===== src/rtl/fpm_pkg.sv =====
`timescale 1ns/1ps
package fpm_pkg;

  typedef enum logic {
    CAP_RISE = 1'b0,
    CAP_FALL = 1'b1
  } fpm_cap_e;

  // Clocks between legal pulses for the selected mode.
  function automatic int unsigned fpm_period(
    input int unsigned frame_clks,
    input int unsigned mf_frames,
    input logic        dbl,
    input logic        mfsel
  );
    int unsigned p;
    p = frame_clks;
    if (dbl)   p = p * 2;
    if (mfsel) p = p * mf_frames;
    return p;
  endfunction

endpackage


===== src/rtl/fpm_sampler.sv =====
`timescale 1ns/1ps
module fpm_sampler
  import fpm_pkg::*;
(
  input  logic clk,
  input  logic rst_n,
  input  logic fp_in,
  input  logic cfg_inv,
  input  logic cfg_fall,
  input  logic cfg_dbl,
  output logic pulse
);

  logic     fp_neg;
  logic     phase;
  logic     last_act;
  logic     take;
  logic     act;
  fpm_cap_e cap_sel;

  // falling-edge capture path
  always_ff @(negedge clk) begin
    fp_neg <= fp_in;
  end

  assign cap_sel = fpm_cap_e'(cfg_fall);
  assign act     = ((cap_sel == CAP_FALL) ? fp_neg : fp_in) ^ cfg_inv;
  assign take    = !cfg_dbl || !phase;

  always_ff @(posedge clk or negedge rst_n) begin
    if (!rst_n) begin
      phase    <= 1'b0;
      last_act <= 1'b0;
      pulse    <= 1'b0;
    end else begin
      phase <= ~phase;
      if (take) begin
        last_act <= act;
        pulse    <= act & ~last_act;
      end else begin
        pulse    <= 1'b0;
      end
    end
  end

endmodule


===== src/rtl/fpm_period_chk.sv =====
`timescale 1ns/1ps
module fpm_period_chk #(
  parameter int CW = 16
) (
  input  logic          clk,
  input  logic          rst_n,
  input  logic          pulse,
  input  logic [CW-1:0] period,
  output logic          pulse_err,
  output logic          armed,
  output logic [CW-1:0] cnt
);

  localparam logic [CW-1:0] ONE = CW'(1);

  // cnt is clocks since the last pulse, modulo period
  assign pulse_err = pulse && armed && (cnt != '0);

  always_ff @(posedge clk or negedge rst_n) begin
    if (!rst_n) begin
      cnt   <= '0;
      armed <= 1'b0;
    end else begin
      if (pulse) begin
        armed <= 1'b1;
        cnt   <= ONE;
      end else if (cnt >= period - ONE) begin
        cnt   <= '0;
      end else begin
        cnt   <= cnt + ONE;
      end
    end
  end

endmodule


===== src/rtl/fpm_status.sv =====
`timescale 1ns/1ps
module fpm_status (
  input  logic clk,
  input  logic rst_n,
  input  logic pulse_err,
  input  logic err_clr,
  input  logic irq_en,
  output logic err_flag,
  output logic irq
);

  always_ff @(posedge clk or negedge rst_n) begin
    if (!rst_n)         err_flag <= 1'b0;
    else if (pulse_err) err_flag <= 1'b1;
    else if (err_clr)   err_flag <= 1'b0;
  end

  assign irq = err_flag & irq_en;

endmodule


===== src/rtl/tx_fp_period_mon.sv =====
`timescale 1ns/1ps
module tx_fp_period_mon
  import fpm_pkg::*;
#(
  parameter int FRAME_CLKS = 1024,
  parameter int MF_FRAMES  = 24
) (
  input  logic clk,
  input  logic rst_n,
  input  logic fp_in,
  input  logic cfg_inv,
  input  logic cfg_fall,
  input  logic cfg_dbl,
  input  logic cfg_mf,
  input  logic irq_en,
  input  logic err_clr,
  output logic err_flag,
  output logic irq
);

  localparam int MAX_PERIOD = FRAME_CLKS * 2 * MF_FRAMES;
  localparam int CW         = $clog2(MAX_PERIOD + 1);

  logic          pulse;
  logic          pulse_err;
  logic          armed;
  logic [CW-1:0] cnt;
  logic [CW-1:0] period;

  assign period = CW'(fpm_period(FRAME_CLKS, MF_FRAMES, cfg_dbl, cfg_mf));

  fpm_sampler u_smp (
    .clk      (clk),
    .rst_n    (rst_n),
    .fp_in    (fp_in),
    .cfg_inv  (cfg_inv),
    .cfg_fall (cfg_fall),
    .cfg_dbl  (cfg_dbl),
    .pulse    (pulse)
  );

  fpm_period_chk #(.CW(CW)) u_per (
    .clk       (clk),
    .rst_n     (rst_n),
    .pulse     (pulse),
    .period    (period),
    .pulse_err (pulse_err),
    .armed     (armed),
    .cnt       (cnt)
  );

  fpm_status u_st (
    .clk       (clk),
    .rst_n     (rst_n),
    .pulse_err (pulse_err),
    .err_clr   (err_clr),
    .irq_en    (irq_en),
    .err_flag  (err_flag),
    .irq       (irq)
  );

endmodule


===== config.mk =====
export PLATFORM = sky130hd
export DESIGN_NAME = tx_fp_period_mon
export DESIGN_NICKNAME = d
export VERILOG_FILES = /design/src/rtl/fpm_pkg.sv /design/src/rtl/fpm_sampler.sv /design/src/rtl/fpm_period_chk.sv /design/src/rtl/fpm_status.sv /design/src/rtl/tx_fp_period_mon.sv
export SDC_FILE = /design/constraint.sdc
export NUM_CORES = 1
export LEC_CHECK = 0
export ABC_CLOCK_PERIOD_IN_PS = 1850
export CORE_MARGIN = 2
export CORE_UTILIZATION = 50
export CTS_CLUSTER_SIZE = 30
export DETAILED_ROUTE_END_ITERATION = 7
export HOLD_SLACK_MARGIN = 0.12
export PLACE_DENSITY = 0.79
export SYNTH_ARGS = -nofsm -noshare
export SYNTH_HDL_FRONTEND = slang
export SYNTH_SLANG_ARGS = --single-unit

===== constraint.sdc =====
create_clock -name clk -period 1.85 [get_ports clk]
set_clock_uncertainty 0.1 [all_clocks]
set_input_delay 0.185 -clock clk [delete_from_list [all_inputs] [get_ports clk]]
set_output_delay 0.185 -clock clk [all_outputs]
set_load 0.03 [all_outputs]

* Word-level counts from Yosys, hierarchy flattened *
Cells that the tools add are included.

storage, ports and cells
  register bits = 22
  output and inout port bits = 2

cells by class
  add/subtract/negate cells = 2
  $mul = 1
  magnitude comparators = 1
  multiplexer cells = 8
  bitwise gates (word level) = 5
  reduce and logical (&&, ||, !) cells = 7

operator list
  operator               number
  $mux 16                3
  $add 16x1->16 const B  1
  $ge 16x16->1           1
  $reduce_bool 16->1     1
  $sub 16x1->16 const B  1
  $mul 12x2->13 const B  1
  $mux 12                1
  $mux 1                 4
  $and 1x1->1            2
  $logic_and 1x1->1      2
  $logic_not 1->1        2
  $not 1->1              2
  $reduce_bool 2->1      1
  $logic_or 1x1->1       1
  $xor 1x1->1            1

* Depth between registers and ports, before layout *
Gate-level depths: netlist of the first run.

  depth in word-level cells = 7
  depth in mapped cells = 7
  depth with buffers taken out = 6

* By module *
A second synthesis of the first run with hierarchy kept.

second synthesis, totals
  cell total of the unflattened synthesis = 187
  area total of the unflattened synthesis = 1702.9 µm²

by module, submodules not included
  module            times used  cells an instance  area each (µm²)  sequential area each (µm²)
  fpm_period_chk    1           166                1488.9           425.4
  fpm_sampler       1           12                 141.4            95.1
  fpm_status        1           4                  42.5             25.0
  tx_fp_period_mon  1           5                  30.0             0.0

==> reports/qor.csv, run 1 <==
stage,metric,value,unit
cells_and_area,antenna-diode-count,0,
setup_path,crit_type,reg2reg,
status,violations,negative setup slack,
job,max_cap_viol_count,0,
routing,wire_per_inst,17.4,microns
power_and_ir_drop,power_density,799,mW/mm^2
cells_and_area,drive_gt1_frac,0.379,
power_and_ir_drop,power,1430,uW
sta,relSlewSlack,0.747,
setup_path,crit_required,1980,ps
clock_network,cts_buffers,3,
place,place_area,0.00153,sq mm
routing,drt_first_pass_iters,4,
setup_path,cp_max_fo,2,
routing,routed_wl,3.32,mm
cells_and_area,final_common_cell,dfrtp_1,
setup_path,crit_path_cell_trace,mux2i_1 -> xor2_1 -> a21oi_1 -> a31o_2,
worst_hold_path,worst_hold_path_type,in2reg,
sta,timing.final.ws_setup,-261,ps
cells_and_area,nFillCells,148,
global_route,grt_pass1_vias,1112,
place,gp_congestion,0.927,
routing,remaining_drc_errors,0,
clock_network,clock-sinks,22,
setup_path,path_delay_family,flip-flops,
yosys,synth_warnings,0,
place,dp_hpwl,2.36,mm
routing,vias_per_cell,5.87,
global_route,overflow,0,
setup_path,cp_data_arrival_time,2250,ps
setup_path,cp_slowest_cell,dfxtp_1,
yosys,synth_cells,125,
yosys,yosysSeqAreaShare,0.438,
clock_network,ctsLongestPathBuffers,2,
clock_network,clk_pin_slew_worst_paths,120,ps
global_route,grtUsageTotal,0.254,
clock_network,root_buffer,clkbuf_4,
sta,rsz0062_at_grt,true,
place,dp_slack,-494,ps
cells_and_area,layout_common_cells,"21 x dfrtp_1, 19 x buf_4, 10 x inv_1, 9 x nor3_2, 9 x xor2_1",
yosys,syn_nets,141,
routing,vias,1122,
yosys,synth_area,0.00125,sq mm
cells_and_area,layout.nets,178,
place,io_buffers,10,
sta,slew_viol_final,0,
global_route,antenna_found_initial,0,
yosys,ys_ff_latch,22,
status,status,finished with violations,
yosys,ys_types,34,
sta,worst_slew_pin_slew,378,ps
sta,setup_viol,13,
cells_and_area,syn_to_final_growth,43.3,%
die,core,0.00241,sq mm
die,chipHeight,53.9,microns
sta,whs,248,ps
die,num_io_pins,11,
clock_network,h-tree-depth,1,
power_and_ir_drop,leakagePower,0.000793,uW
yosys,avgSynthCellArea,9.97,sq um
power_and_ir_drop,peakVddDrop,0.000706,V
global_route,grt_pass1_wl,5.05,mm
die,die-area,0.00291,sq mm
global_route,grt_start_max_net_pins,22,
die,start_util,0.517,
routing,final_antenna_net_count,0,
die,rows,18,
clock_network,cts_tree,yes,
die,die_w,53.9,microns
sta,hold_viol_final,0,
clock_network,clk_latency,380,ps
setup_path,max_stage_delay,290,ps
setup_path,path_buf_inv,0,
setup_path,cp-start-kind,flip-flop,
cells_and_area,final_cell_area,0.00179,sq mm
routing,drt_iter0_markers,16,
setup_path,end_kind,flip-flop,
## sequential cells by signal, summed over array words and instances, names as in the netlist
name and flops:
u_smp.last_act 1, u_smp.phase 1, u_st.err_flag 1, u_per.armed 1, u_smp.fp_neg 1, u_per.cnt 16, u_smp.pulse 1
## through the flow
stage | utilization | std cells | TNS (ps)
2_1_floorplan | - | 125 | -150
3_3_place_gp | 0.635 | 183 | -4850
5_1_grt | 0.741 | 191 | -1770
3_5_place_dp | 0.635 | 183 | -7600
6_report | 0.741 | 191 | -668
4_1_cts | 0.674 | 189 | -434
## worst reg2reg max path, delay by kind of cell (launching register included)
family	cells	cell delay, ps
flip-flops	1	290
XOR/XNOR	1	220
AO/OA/AOI/OAI	2	270
multiplexers	1	160
## worst paths after layout
check                                        endpoint  slack, ps  cells past startpoint                       start
hold reg to reg                 u_smp.pulse$_DFF_PN0_        350                      1  u_smp.last_act$_DFFE_PN0P_
min in group asynchronous      u_per.cnt[6]$_DFF_PN0_        620                      3                       rst_n
max in group asynchronous      u_per.cnt[3]$_DFF_PN0_        820                      3                       rst_n
setup / recovery           u_smp.last_act$_DFFE_PN0P_       -260                      4        u_smp.fp_neg$_DFF_N_
setup reg to reg           u_smp.last_act$_DFFE_PN0P_       -260                      4        u_smp.fp_neg$_DFF_N_
hold / removal                  u_smp.pulse$_DFF_PN0_        250                      3                     cfg_dbl
## power breakdown
part	leakage, uW	internal [uW]	switching [uW]
clock	0.0000333	222	164
combinational	0.000479	203	255
sequential	0.000281	534	48.7
## cells in the mapped netlist (all sizes together)
cell,n,area share
nor3,15,0.060
buf,2,0.0080
dfxtp,1,0.016
and2,2,0.010
o31ai,3,0.029
or3,2,0.015
a211oi,4,0.028
a31o,2,0.014
xnor2,5,0.035
or2,1,0.0050
nand4,6,0.030
a211o,1,0.0070
nand2b,1,0.0050
inv,10,0.030
or4,1,0.0090
nand3,6,0.028
nor2,2,0.0060
nor4,5,0.025
nor3b,1,0.0060
a21oi,1,0.0040
ha,7,0.070
nand2,8,0.024
xor2,9,0.063
dfrtp,21,0.42
clkbuf,2,0.0070
o21ai,3,0.012
mux2i,1,0.0080
and4,3,0.022
## routing by layer
layer  GRT usage  share of wire  up-vias
li1            -              -      527
met1       0.280           0.39      546
met2       0.445           0.52       39
met3      0.0583          0.053       10
met4       0.145          0.036        0
met5           0              0        -
## kinds of logic (layout without fill, tap and decap cells)
logic type,Yosys count,after routing,synth area share
AOI/OAI and AO/OA,14,14,0.0944
xor gates and xnor gates,14,14,0.0984
adders and majority gates,7,7,0.0703
buffers and inverters,14,50,0.0452
DFF,22,22,0.438
muxes,1,1,0.00803
and+or+nand+nor,53,53,0.246
## area by class of cell
class	instances	area (sq um)	area share
Multi-Input combinational cell	89	792	0.444
Sequential cell	22	546	0.306
Timing Repair Buffer	36	320	0.179
Tap cell	30	37.5	0.0210
Clock inverter	2	33.8	0.0189
Inverter	9	33.8	0.0189
Clock buffer	3	22.5	0.0126
## repair_timing
item	in CTS	in global routing
endpoints found under the hold margin	21	0
setup buffers	1	0
gates cloned	0	2
endpoints found under the setup margin	18	19
resized for setup	8	31
hold buffers	1	0
pin swaps	2	23
Note: power is estimated with default switching activity, not from simulation.
==> run 2, diff against run 1 <==
--- a/config.mk
+++ b/config.mk
@@ -10,6 +10,7 @@
 export CORE_UTILIZATION = 50
 export CTS_CLUSTER_SIZE = 30
 export DETAILED_ROUTE_END_ITERATION = 7
+export GPL_ROUTABILITY_DRIVEN = 0
 export HOLD_SLACK_MARGIN = 0.12
 export PLACE_DENSITY = 0.79
 export SYNTH_ARGS = -nofsm -noshare
==> results of run 2 <==
The final DEF is identical to that of run 1; final timing and power are the same.
